--- src/rtl/pfd_pkg.sv ---
package pfd_pkg;

    localparam int PULSE_CH  = 2;
    localparam int CH_REF    = 0;
    localparam int CH_FB     = 1;

    typedef enum logic [1:0] {
        ST_HOLD     = 2'b00,
        ST_LEAD_REF = 2'b01,
        ST_LEAD_FB  = 2'b10
    } pfd_state_t;

    typedef struct packed {
        logic up;
        logic dn;
    } pump_req_t;

endpackage

--- src/rtl/pfd_edge_det.sv ---
module pfd_edge_det #(
    parameter int N = 2
) (
    input  logic         clk,
    input  logic         rst,
    input  logic [N-1:0] sig,
    output logic [N-1:0] rise
);
    logic [N-1:0] prev_q;

    for (genvar i = 0; i < N; i++) begin : g_ch
        // During reset the history tracks the input, so a level held
        // high across reset release is not mistaken for an edge.
        always_ff @(posedge clk) begin
            prev_q[i] <= sig[i];
        end
        assign rise[i] = sig[i] & ~prev_q[i] & ~rst;
    end

endmodule

--- src/rtl/pfd_core.sv ---
module pfd_core
    import pfd_pkg::*;
(
    input  logic      clk,
    input  logic      rst,
    input  logic      rise_ref,
    input  logic      rise_fb,
    output pump_req_t req
);
    pfd_state_t state_q, state_nx;

    always_ff @(posedge clk) begin
        if (rst) state_q <= ST_HOLD;
        else     state_q <= state_nx;
    end

    always_comb begin
        state_nx = state_q;
        unique case (state_q)
            ST_HOLD: begin
                if (rise_ref && !rise_fb)      state_nx = ST_LEAD_REF; // T_REF_FIRST
                else if (rise_fb && !rise_ref) state_nx = ST_LEAD_FB;  // T_FB_FIRST
                else                           state_nx = ST_HOLD;     // T_SAME_EDGE or idle
            end
            ST_LEAD_REF: if (rise_fb)  state_nx = ST_HOLD;             // T_CATCH_FB
            ST_LEAD_FB:  if (rise_ref) state_nx = ST_HOLD;             // T_CATCH_REF
            default:                   state_nx = ST_HOLD;
        endcase
    end

    always_comb begin
        req = '0;
        unique case (state_q)
            ST_HOLD:     req = '0;
            ST_LEAD_REF: req.up = 1'b1;
            ST_LEAD_FB:  req.dn = 1'b1;
            default:     req = '0;
        endcase
    end

endmodule

--- src/rtl/pfd_out_map.sv ---
module pfd_out_map
    import pfd_pkg::*;
(
    input  pump_req_t req,
    input  logic      pol_sel,
    input  logic      fr_in,
    input  logic      fp_in,
    output logic      cp_oe,
    output logic      cp_level,
    output logic      ext_up_n,
    output logic      ext_dn_pd,
    output logic      lock_ok,
    output logic      mon_out
);
    logic eff_up, eff_dn;

    always_comb begin
        eff_up    = pol_sel ? req.up : req.dn;
        eff_dn    = pol_sel ? req.dn : req.up;
        cp_oe     = req.up | req.dn;
        cp_level  = eff_up;
        ext_up_n  = ~eff_up;
        ext_dn_pd = eff_dn;
        lock_ok   = ~(req.up | req.dn);
        mon_out   = pol_sel ? fr_in : fp_in;
    end

endmodule

--- src/rtl/pfd_phase_cmp.sv ---
module pfd_phase_cmp
    import pfd_pkg::*;
(
    input  logic clk,
    input  logic rst,
    input  logic fr_in,
    input  logic fp_in,
    input  logic pol_sel,
    output logic cp_oe,
    output logic cp_level,
    output logic ext_up_n,
    output logic ext_dn_pd,
    output logic lock_ok,
    output logic mon_out
);
    logic [PULSE_CH-1:0] pulses, rises;
    pump_req_t           req;

    assign pulses[CH_REF] = fr_in;
    assign pulses[CH_FB]  = fp_in;

    pfd_edge_det #(.N(PULSE_CH)) u_edge (
        .clk  (clk),
        .rst  (rst),
        .sig  (pulses),
        .rise (rises)
    );

    pfd_core u_core (
        .clk      (clk),
        .rst      (rst),
        .rise_ref (rises[CH_REF]),
        .rise_fb  (rises[CH_FB]),
        .req      (req)
    );

    pfd_out_map u_map (
        .req       (req),
        .pol_sel   (pol_sel),
        .fr_in     (fr_in),
        .fp_in     (fp_in),
        .cp_oe     (cp_oe),
        .cp_level  (cp_level),
        .ext_up_n  (ext_up_n),
        .ext_dn_pd (ext_dn_pd),
        .lock_ok   (lock_ok),
        .mon_out   (mon_out)
    );

endmodule

--- config.mk ---
export PLATFORM = sky130hd
export DESIGN_NAME = pfd_phase_cmp
export DESIGN_NICKNAME = d
export VERILOG_FILES = /design/src/rtl/pfd_pkg.sv /design/src/rtl/pfd_edge_det.sv /design/src/rtl/pfd_core.sv /design/src/rtl/pfd_out_map.sv /design/src/rtl/pfd_phase_cmp.sv
export SDC_FILE = /design/constraint.sdc
export NUM_CORES = 1
export LEC_CHECK = 0
export ABC_AREA = 1
export CAP_MARGIN = 20
export CORE_AREA = 10 10 47 49
export CTS_BUF_LIST = sky130_fd_sc_hd__clkbuf_16
export CTS_CLUSTER_SIZE = 28
export DETAILED_ROUTE_END_ITERATION = 10
export DIE_AREA = 0 0 57 59
export PLACE_DENSITY = 0.48
export SYNTH_ARGS = -nofsm -noshare
export SYNTH_HDL_FRONTEND = slang
export SYNTH_HIERARCHICAL = 1
export SYNTH_SLANG_ARGS = --single-unit
export TNS_END_PERCENT = 100
--- constraint.sdc ---
create_clock -name clk -period 2.44 [get_ports clk]
set_clock_uncertainty 0.15 [all_clocks]
set_input_delay 0.732 -clock clk [delete_from_list [all_inputs] [get_ports clk]]
set_output_delay 0.732 -clock clk [all_outputs]
set_load 0.01 [all_outputs]
# [Word level (Yosys, flattened, before mapping)]
# Index checks and enable logic that the tools add are counted.
[word_totals] out_inout_bits=6 inputBits=5 register_bits=4 elab_cells=33
[op_classes] n_eq_ne=4 n_bitwise=10 n_mux=10 reduce_logical=6
[op_table] cell="2-to-1 mux 2 bit" n=4
[op_table] cell="one-hot mux 2 bit (3 select lines)" n=1
[op_table] cell="2-to-1 mux 1 bit" n=5
[op_table] cell="NOT 1 bit" n=5
[op_table] cell="bitwise AND 1 bit" n=4
[op_table] cell="!= test 2 x 1 -> 1 bit, second input constant" n=2
[op_table] cell="== test 2 x 1 -> 1 bit, second input constant" n=1
[op_table] cell="== test 2 bit, second input constant" n=1
[op_table] cell="logical AND 1 bit" n=2
[op_table] cell="zero test 1 bit" n=2
[op_table] cell="zero test 2 bit" n=1
[op_table] cell="AND reduction 2 bit" n=1
[op_table] cell="OR 1 bit" n=1

# [Depth between registers and ports, before layout]
# Gate-level depths: netlist (run 1).
[depth] ltp_word=8 depth_mapped=6 mapped_depth_nobuf=6

# [Cells and area by module]
# Netlist (run 1), hierarchy kept.
[modules_own_cells] module="pfd_core" area_each_um2=88.8 instances=1 cells_per_inst=14 seq_area_each_um2=40.0
[modules_own_cells] module="pfd_out_map" area_each_um2=63.8 instances=1 cells_per_inst=17 seq_area_each_um2=0.0
[modules_own_cells] module="pfd_edge_det" area_each_um2=62.6 instances=1 cells_per_inst=8 seq_area_each_um2=40.0

# [Least setup slack after synthesis (run 1)]
# OpenSTA, ideal clock, no wires.
[synth_timing] path_type="input-to-output" start="input port pol_sel" end="output port ext_dn_pd" path_stages=3 path_buffers=0 required_time_ps=1558 arrival_ps=919 setup_slack_ps=639 cell_sequence="inv_2 nand2_1 nand2_1"
[synth_between] elab_chain_cells=1
[synth_lines] item="start: declaration" line_no="pfd_phase_cmp.sv:8" text="input logic pol_sel,"
[synth_lines] item="2-to-1 mux 1 bit" line_no="pfd_out_map.sv:19" text="eff_dn = pol_sel ? req.dn : req.up;"
[synth_lines] item="end: declaration" line_no="pfd_phase_cmp.sv:12" text="output logic ext_dn_pd,"
# No other way between the ends.

# [Final worst setup path (run 1)]
[layout_timing] start="input port pol_sel" end="output port cp_level"
[layout_between] elab_chain_cells=1
[layout_lines] item="2-to-1 mux 1 bit" line_no="pfd_out_map.sv:18" text="eff_up = pol_sel ? req.up : req.dn;"
[layout_lines] item="end: declaration" line_no="pfd_phase_cmp.sv:10" text="output logic cp_level,"
# No other way between the ends.

==> key figures, run 1 <==
Status
  – Status: complete, no violations

Floorplan
  – Die area: 3360 sq um
  – Die W: 57 um
  – Die height: 59 um
  – Num rows: 14
  – Starting density of the core: 0.154
  – # IOs: 11
  – Core Area: 1400 sq um

Synthesis
  – Ys Warns: 6
  – Yosys top cell by area: dfxtp_1
  – Register bit count reported by yosys: 4
  – Instance count of the mapped netlist: 39
  – Synth area leaders: dfxtp_1, nand2_1, inv_1
  – Synth Area in XOR/XNOR: 0
  – Yosys cell types: 7
  – Mapped cell area: 215 sq um
  – Synth Area in Simple Gates: 0.430
  – Syn avg cell area: 5.52 sq um
  – Register area share after synthesis: 0.372
  – Synth Area in Adders: 0
  – Area fraction in compound gates after synthesis: 0.0233
  – Net count after synthesis: 44
  – Synth top area share: 0.372
  – Largest family of logic cells by synthesized area: simple AND/OR/NAND/NOR gates
  – Post-synthesis mux area share: 0

Detailed routing
  – Wire per inst: 7.33 um
  – # DRC: 0
  – Final WL: 506 um
  – Total number of vias: 245
  – Detailed-route vias per instance: 3.55
  – Final antenna-violating net count: 0
  – Iteration-0 DRC Markers: 2
  – Initial DRT Pass Iterations: 2

Global route
  – Vias in the first global route: 200
  – Total GRT Usage: 0.0333
  – Global-route wire length before repair: 841 um
  – Pin count of the biggest net entering global routing: 6
  – Initial antenna violation count: 0
  – Grt ovf: 0

Layout
  – Area Overhead vs Synth: 97.1%
  – Most frequent cells in the layout: nand2_1, inv_1, nor2_1
  – Inserted Diodes: 0
  – Fin nets: 60
  – Fraction of layout cells with a size suffix above 1: 0.208
  – Commonest non-fill, non-tap cell in the layout: nand2_1
  – Final Non-Filler Cells: 69

Pwr
  – Clock share of power: 0.693
  – Pint: 299 uW
  – Max IR drop VDD: 0.455 mV
  – Combinational share of power: 0.109
  – Pwr Density: 860 nW/um^2
  – Leakage: 0.000231 uW
  – Psw: 66.0 uW
  – Switch share: 0.181
  – Seq pwr share: 0.198

Clock network
  – Clk sinks: 4
  – Bufs on Longest Clock Path: 2
  – CTS tree: yes
  – CTS hold repair buffers: 0
  – CTS clk-pin slew, worst paths: 0.03 ns
  – TritonCTS Buffers: 3
  – H-tree depth: 1
  – Latest clock arrival within the worst-skew pair: 0.22 ns
  – CTS root buf: clkbuf_16

Placement
  – Cell count after placement: 66
  – Buffers on Ports: 10
  – Gpl congestion: 0.613
  – HPWL Detailed: 432 um

Worst setup path
  – Startpoint Class: input port
  – Crit-path slowest cell: dlygate4sd2_1
  – Worst path max stage delay: 0.28 ns
  – Crit path DAT: 1.47 ns
  – Setup crit end kind: output pin
  – Crit path max fanout: 5
  – WS Path Type: input port to output pin
  – Crit path cell chain: dlygate4sd2_1 -> inv_2 -> nand2_1 -> nand2_1 -> dlygate4sd2_1
  – Required @ worst endpoint: 1.56 ns

Hold path
  – Hold Crit Class: flip-flop to flip-flop

Run
  – Max-cap violations: 0

Timing
  – Slew Limit Fails: 0
  – Tcrit/Tclk final: 0.963
  – Tmin final: 2.35 ns
  – Worst relative slew slack: 0.886
  – Fin. Hold Viols: 0
  – Max Clk Rate: 426 MHz
  – Hold_ws: 0.379 ns
  – Worst Tran Pin Value: 0.172 ns
  – RSZ-0062 raised after global routing: no
  – Finish-stage setup viols: 0
## cell families after synthesis
| group | Yosys count |
|---|---|
| simple gates | 24 |
| compound gates | 1 |
| flops | 4 |
| buf+inv | 10 |
## sequential cells by signal, summed over array words and instances (netlist names)
name and count:
u_edge/prev_q 2, u_core/state_q 2
## layout make-up
| cell class | count | area, sq um |
|---|---|---|
| multi-input combinational | 25 | 113 |
| fill | 165 | 977 |
| clock buffer | 3 | 75.1 |
| sequential | 4 | 82.6 |
| tap | 16 | 20.0 |
| inverter | 10 | 37.5 |
| timing repair buffer | 11 | 96.3 |
## power groups by stage
stage | registers, uW | logic, uW | clock network [uW]
3_5_place_dp | 71.8 | 43.7 | 0
3_3_place_gp | 71.9 | 43.5 | 0
2_1_floorplan | 71.5 | 18.1 | 0
4_1_cts | 71.0 | 40.0 | 256
6_report | 72.1 | 39.7 | 253
5_1_grt | 72.6 | 45.4 | 261
## metrics by stage
stage          setup WS, ns  total power (uW)  utilization  setup TNS [ns]  instance area [sq um]
3_5_place_dp         -0.428               116        0.245           -1.69                    343
4_1_cts              0.0174               368        0.295               0                    413
6_report             0.0905               365        0.303               0                    424
5_1_grt              0.0143               379        0.303               0                    424
2_1_floorplan         0.639              89.7            -               0                    215
3_3_place_gp         -0.411               115        0.245           -1.62                    343
## Yosys cell counts
master    n
dfxtp_1   4
inv_1     9
inv_2     1
nand2_1  15
nor2_1    8
nor2_2    1
o21ai_0   1
## worst paths after layout
kind,startpoint,cells past startpoint,to,slack [ns]
hold reg to reg,u_core/state_q[1]$_SDFFE_PP0P_,3,u_core/state_q[0]$_SDFFE_PP0P_,0.38
setup reg to reg,u_edge/prev_q[0]$_DFF_P_,5,u_core/state_q[0]$_SDFFE_PP0P_,1.57
setup / recovery,pol_sel,5,cp_level,0.09
hold / removal,u_core/state_q[1]$_SDFFE_PP0P_,3,u_core/state_q[0]$_SDFFE_PP0P_,0.38
## worst max-delay path, delay by kind of cell
kind	cells	cell delay, ns
buffers and inverters	3	0.62
AND/OR/NAND/NOR	2	0.10
## per-layer routing
layer / share of wire / vias up / track usage
met2: 0.33 / 10 / 0.0357
met3: 0.14 / 4 / 0.0279
li1: - / 136 / -
met1: 0.48 / 95 / 0.0346
met5: 0 / - / 0
met4: 0.042 / 0 / 0.0403
## what timing repair did
item / in CTS / in global routing
endpoints found under the setup margin: 4 / 2
resized for setup: 8 / 7
endpoints found under the hold margin: 0 / 0
setup buffers: 0 / 0
gates cloned: 0 / 0
No activity file was read; power rests on OpenSTA's default activity.
==> run 2, diff against run 1 <==
CORE_AREA = 2 2 39 41   (was 10 10 47 49)
CTS_CLUSTER_SIZE = 20   (was 28)
DIE_AREA = 0 0 41 43   (was 0 0 57 59)
==> run 2 against run 1 <==
Sequential share of layout area fell by 0.42 points. Global-route usage increased by 3.1 points. Largest cell class is now non-clock buffers. Sequential power is 1% lower. Non-clock buffer count up 1. Power is 0.23% higher. Die area is 48% lower. Worst setup slack better by 0.0030 ns. Clock power is essentially flat. Count of clock-buffer cells in the layout unchanged. Cell area shrank 0.89%.
==> key figures, run 2 (synthesis gave the netlist of run 1 again) <==
Clock network
  – H-tree depth: 1 (unchanged)
  – CTS hold repair buffers: 0 (unchanged)
  – Latest clock arrival within the worst-skew pair: 0.22 ns (about the same)
  – Setup bufs post-CTS: 0 (unchanged)
  – Bufs on Longest Clock Path: 2 (unchanged)
  – CTS root buf: clkbuf_16
  – TritonCTS Buffers: 3 (unchanged)
  – Clk sinks: 4 (unchanged)
  – CTS clk-pin slew, worst paths: 0.03 ns (about the same)
  – CTS tree: yes

Global route
  – Vias in the first global route: 184 (-8.0%)
  – Initial antenna violation count: 0 (unchanged)
  – Total GRT Usage: 0.0643 (+0.0309)
  – Pin count of the biggest net entering global routing: 6 (unchanged)
  – Grt ovf: 0 (unchanged)
  – Global-route wire length before repair: 690 um (-18%)

Worst setup path
  – Reg2Reg Capture Point: u_core/state_q[1]$_SDFFE_PP0P_
  – Crit path DAT: 1.46 ns (about the same)
  – Worst path max stage delay: 0.28 ns (about the same)
  – Required @ worst endpoint: 1.56 ns (about the same)
  – Crit path cell chain: dlygate4sd2_1 -> inv_2 -> nand2_1 -> nand2_1 -> dlygate4sd2_1
  – Critical R2R Launch: u_edge/prev_q[0]$_DFF_P_
  – Crit path max fanout: 5 (unchanged)
  – Register-to-register setup slack: 1.57 ns (about the same)
  – Startpoint Class: input port
  – Setup crit end kind: output pin
  – Crit-path slowest cell: dlygate4sd2_1
  – R2R depth: 6 (+1)
  – WS Path Type: input port to output pin

Hold path
  – Hold Crit Class: flip-flop to flip-flop
  – Hold Path Stages: 2 (-1)
  – Worst Hold End: u_core/state_q[1]$_SDFFE_PP0P_
  – Hold Startpoint: u_core/state_q[1]$_SDFFE_PP0P_

Layout
  – Filler cell count: 161 (-2.4%)
  – Inserted Diodes: 0 (unchanged)
  – Commonest non-fill, non-tap cell in the layout: nand2_1
  – Most frequent cells in the layout: nand2_1, inv_1, nor2_1
  – Post-route cell area: 420 sq um (-0.89%)
  – Top flop regs: u_core/state_q x2, u_edge/prev_q x2
  – Area Overhead vs Synth: 95.3%
  – Core Util, Final: 0.304 (+0.00112)
  – Fraction of layout cells with a size suffix above 1: 0.185 (-0.0224)
  – Fin nets: 61 (+1.7%)

Detailed routing
  – Met2 wire len: 154 um (-8.3%)
  – Met3 Wirelength: 55 um (-25%)
  – Met1 WL: 216 um (-11%)
  – Final WL: 447 um (-12%)
  – Total number of vias: 243 (-0.82%)
  – Iteration-0 DRC Markers: 4 (+2)
  – Highest routed metal layer: met4
  – # DRC: 0 (unchanged)
  – Wire per inst: 6.39 um (-13%)
  – Final antenna-violating net count: 0 (unchanged)
  – Detailed-route vias per instance: 3.47 (-2.2%)
  – Initial DRT Pass Iterations: 2 (unchanged)

Timing
  – Max Clk Rate: 426 MHz (+0.13%)
  – Finish-stage setup viols: 0 (unchanged)
  – Hold_ws: 0.390 ns (+0.0116 ns)
  – Worst Tran Pin Value: 0.169 ns (-0.00306 ns)
  – Setup_tns: 0 ns (unchanged)
  – Fin. Hold Viols: 0 (unchanged)
  – Tcrit/Tclk final: 0.962 (-0.00122)
  – RSZ-0062 raised after global routing: no
  – Tmin final: 2.35 ns (-0.00298 ns)
  – Slew Limit Fails: 0 (unchanged)
  – Worst relative slew slack: 0.888 (+0.00204)

Pwr
  – Total Power: 366 uW (+0.23%)
  – Pwr Density: 870 nW/um^2 (+1.1%)
  – Leakage: 0.000233 uW (+0.72%)
  – Max IR drop VDD: 0.372 mV (-18%)

Run
  – Max-cap violations: 0 (unchanged)

Floorplan
  – Die area: 1760 sq um (-48%)
  – Num rows: 14 (unchanged)
  – # IOs: 11 (unchanged)
  – Core Area: 1380 sq um (-1.2%)
  – Die W: 41 um (-28%)
  – Die height: 43 um (-27%)
  – Starting density of the core: 0.156 (+0.00194)

Status
  – Status: complete, no violations

Placement
  – Gpl congestion: 0.590 (-3.8%)
  – Placed Area: 350 sq um (+2.2%)
  – Buffers on Ports: 10 (unchanged)
  – HPWL Detailed: 365 um (-15%)
-- run 2: changes by cell type in the layout (fill, tap and decap cells not counted), sizes merged --
cell	before	now
dlygate4sd2	5	4
clkdlybuf4s50	4	5
buf	2	3
-- run 2: worst max-delay path: cells and delay by family --
family	cells	cell delay, ns
buffers and inverters	3	0.62
AND/OR/NAND/NOR	2	0.11
-- run 2: timing repair --
item / CTS / global route
setup endpoints to repair: 4 / 1
gates resized for setup: 8 / 2
pin swaps: 0 / 0
-- run 2: worst max-delay path by stage --
| stage | from | endpoint | depth (start not counted) |
|---|---|---|---|
| floorplan | pol_sel | ext_dn_pd | 3 |
| global placement | pol_sel | ext_dn_pd | 5 |
| detailed placement | pol_sel | ext_dn_pd | 5 |
| CTS | u_core/state_q[1]$_SDFFE_PP0P_ | cp_oe | 5 |
| global route | u_core/state_q[0]$_SDFFE_PP0P_ | cp_oe | 5 |
| finish | pol_sel | ext_up_n | 5 |
-- run 2: where the power goes --
| group | switching, uW | total [uW] | internal (uW) |
|---|---|---|---|
| Clock | 45.2 | 254 | 209 |
| Sequential | 2.09 | 71.3 | 69.3 |
| Combinational | 18.8 | 40.0 | 21.2 |
-- run 2: area by class of cell --
type	count	area, sq um	area share
flip-flops and latches	4	80.1	0.190
clock buffers	3	75.1	0.179
repair buffers	12	105	0.250
multi-input cells	25	103	0.244
well taps	16	20.0	0.0476
inverters	10	37.5	0.0893
-- run 2: metal layers --
metal	vias up	track usage
met5	-	0
met4	0	0.0800
met3	2	0.0314
met2	11	0.0750
met1	92	0.0707
li1	138	-
-- run 2: metrics by stage --
step           worst slack (ns)  std cells
2_1_floorplan             0.639         39
3_3_place_gp             -0.389         67
3_5_place_dp             -0.415         67
4_1_cts                  0.0460         70
5_1_grt                  0.0192         70
6_report                 0.0935         70
==> run 3, diff against run 2 <==
PLACE_DENSITY = 0.38   (was 0.48)
REMOVE_ABC_BUFFERS = 1   (was unset)
==> run 3 against run 2 <==
Core utilization rose by 0.18 points. Fmax fell by 0.24%. Clock power barely moved. Count of clock-buffer cells in the layout did not move. Combinational power barely moved. Critical endpoint is now cp_level. First-iteration DRC count fell by 100%. Largest cell class unchanged. Sequential power barely moved. Worst hold slack improved by 0.0033 ns. Critical path type unchanged. Highest routed layer unchanged. Global-route usage rose by 0.70 points.
==> key figures, run 3 (synthesis gave the netlist of run 1 again) <==
Status
  – Status: complete, no violations

Floorplan
  – Die area: 1760 sq um (unchanged)
  – Core Area: 1380 sq um (unchanged)
  – # IOs: 11 (unchanged)
  – Die W: 41 um (unchanged)
  – Num rows: 14 (unchanged)
  – Starting density of the core: 0.156 (unchanged)
  – Die height: 43 um (unchanged)

Worst setup path
  – Startpoint Class: input port
  – Register-to-register setup slack: 1.57 ns (about the same)
  – Setup crit end kind: output pin
  – Crit. Startpoint: pol_sel
  – Crit path max fanout: 5 (unchanged)
  – WS Path Type: input port to output pin
  – Required @ worst endpoint: 1.56 ns (about the same)
  – Critical R2R Launch: u_edge/prev_q[0]$_DFF_P_
  – Crit path DAT: 1.47 ns (about the same)

Timing
  – Tcrit/Tclk final: 0.964 (+0.00227)
  – Slew Limit Fails: 0 (unchanged)
  – Worst relative slew slack: 0.882 (-0.00563)
  – Fin. Hold Viols: 0 (unchanged)
  – Finish-stage setup viols: 0 (unchanged)
  – RSZ-0062 raised after global routing: no
  – Worst Tran Pin Value: 0.177 ns (+0.00845 ns)
  – Hold_ws: 0.393 ns (+0.00330 ns)
  – Tmin final: 2.35 ns (+0.00555 ns)
  – Max Clk Rate: 425 MHz (-0.24%)

Detailed routing
  – # DRC: 0 (unchanged)
  – Final antenna-violating net count: 0 (unchanged)
  – Detailed-route vias per instance: 3.54 (+2.1%)
  – Initial DRT Pass Iterations: 1 (-1)
  – Wire per inst: 6.43 um (+0.67%)
  – Final WL: 450 um (+0.67%)
  – Total number of vias: 248 (+2.1%)
  – Iteration-0 DRC Markers: 0 (-4)

Global route
  – Total GRT Usage: 0.0712 (+0.00696)
  – Global-route wire length before repair: 759 um (+10%)
  – Grt ovf: 0 (unchanged)
  – Vias in the first global route: 204 (+11%)
  – Pin count of the biggest net entering global routing: 6 (unchanged)
  – Initial antenna violation count: 0 (unchanged)

Placement
  – Gpl congestion: 0.563 (-4.6%)
  – HPWL Detailed: 363 um (-0.60%)
  – Buffers on Ports: 10 (unchanged)

Hold path
  – Hold Crit Class: flip-flop to flip-flop
  – Hold Startpoint: u_core/state_q[1]$_SDFFE_PP0P_

Clock network
  – Latest clock arrival within the worst-skew pair: 0.22 ns (about the same)
  – TritonCTS Buffers: 3 (unchanged)
  – CTS tree: yes
  – CTS clk-pin slew, worst paths: 0.03 ns (about the same)
  – CTS root buf: clkbuf_16
  – CTS hold repair buffers: 0 (unchanged)
  – Clk sinks: 4 (unchanged)
  – Bufs on Longest Clock Path: 2 (unchanged)
  – H-tree depth: 1 (unchanged)
  – Setup bufs post-CTS: 0 (unchanged)

Layout
  – Most frequent cells in the layout: nand2_1, inv_1, nor2_1
  – Area Overhead vs Synth: 96.5%
  – Filler cell count: 159 (-1.2%)
  – Top flop regs: u_core/state_q x2, u_edge/prev_q x2
  – Inserted Diodes: 0 (unchanged)
  – Fin nets: 61 (unchanged)
  – Fraction of layout cells with a size suffix above 1: 0.185 (unchanged)
  – Core Util, Final: 0.306 (+0.00181)
  – Commonest non-fill, non-tap cell in the layout: nand2_1

Pwr
  – Leakage: 0.000242 uW (+3.9%)
  – Pwr Density: 864 nW/um^2 (-0.64%)
  – Max IR drop VDD: 0.393 mV (+5.7%)

Run
  – Max-cap violations: 0 (unchanged)
-- run 3: final timing paths --
check,cells past startpoint,end
setup / recovery,5,cp_level
hold reg to reg,2,u_core/state_q[1]$_SDFFE_PP0P_
hold / removal,2,u_core/state_q[1]$_SDFFE_PP0P_
setup reg to reg,6,u_core/state_q[1]$_SDFFE_PP0P_
-- run 3: timing repair --
action                     CTS  global route
hold endpoints to repair     0             0
setup endpoints to repair    4             2
resized for setup            7             4
-- run 3: worst max-delay path, stage by stage --
cell           delay, ns
dlygate4sd2_1       0.29
inv_2               0.07
nand2_1             0.06
nand2_1             0.05
dlygate4sd2_1       0.27
-- run 3: stage by stage --
step / worst slack, ns / power (uW) / cell area (sq um) / setup TNS [ns] / cells
CTS: 0.000660 / 372 / 422 / 0 / 70
global placement: -0.435 / 116 / 350 / -1.72 / 67
finish: 0.0879 / 366 / 423 / 0 / 70
global route: 0.0136 / 383 / 423 / 0 / 70
detailed placement: -0.418 / 116 / 350 / -1.64 / 67
floorplan: 0.639 / 89.7 / 215 / 0 / 39
-- run 3: cell type report --
class                      instances  area, sq um  share of cell area
inverter                          10         37.5              0.0888
clock buffer                       3         75.1               0.178
tap                               16         20.0              0.0473
sequential                         4         80.1               0.189
multi-input combinational         25          103               0.243
timing repair buffer              12          108               0.254
-- run 3: report_power, final --
group / switching, uW / internal [uW]
Clock: 45.3 / 209
Sequential: 2.01 / 69.2
Combinational: 18.8 / 21.0
-- run 3: per-layer routing --
layer	vias up	share of wire	track usage
met2	10	0.37	0.0844
met1	98	0.48	0.0737
li1	138	-	-
met5	-	0	0
met4	0	0.051	0.0800
met3	2	0.091	0.0471
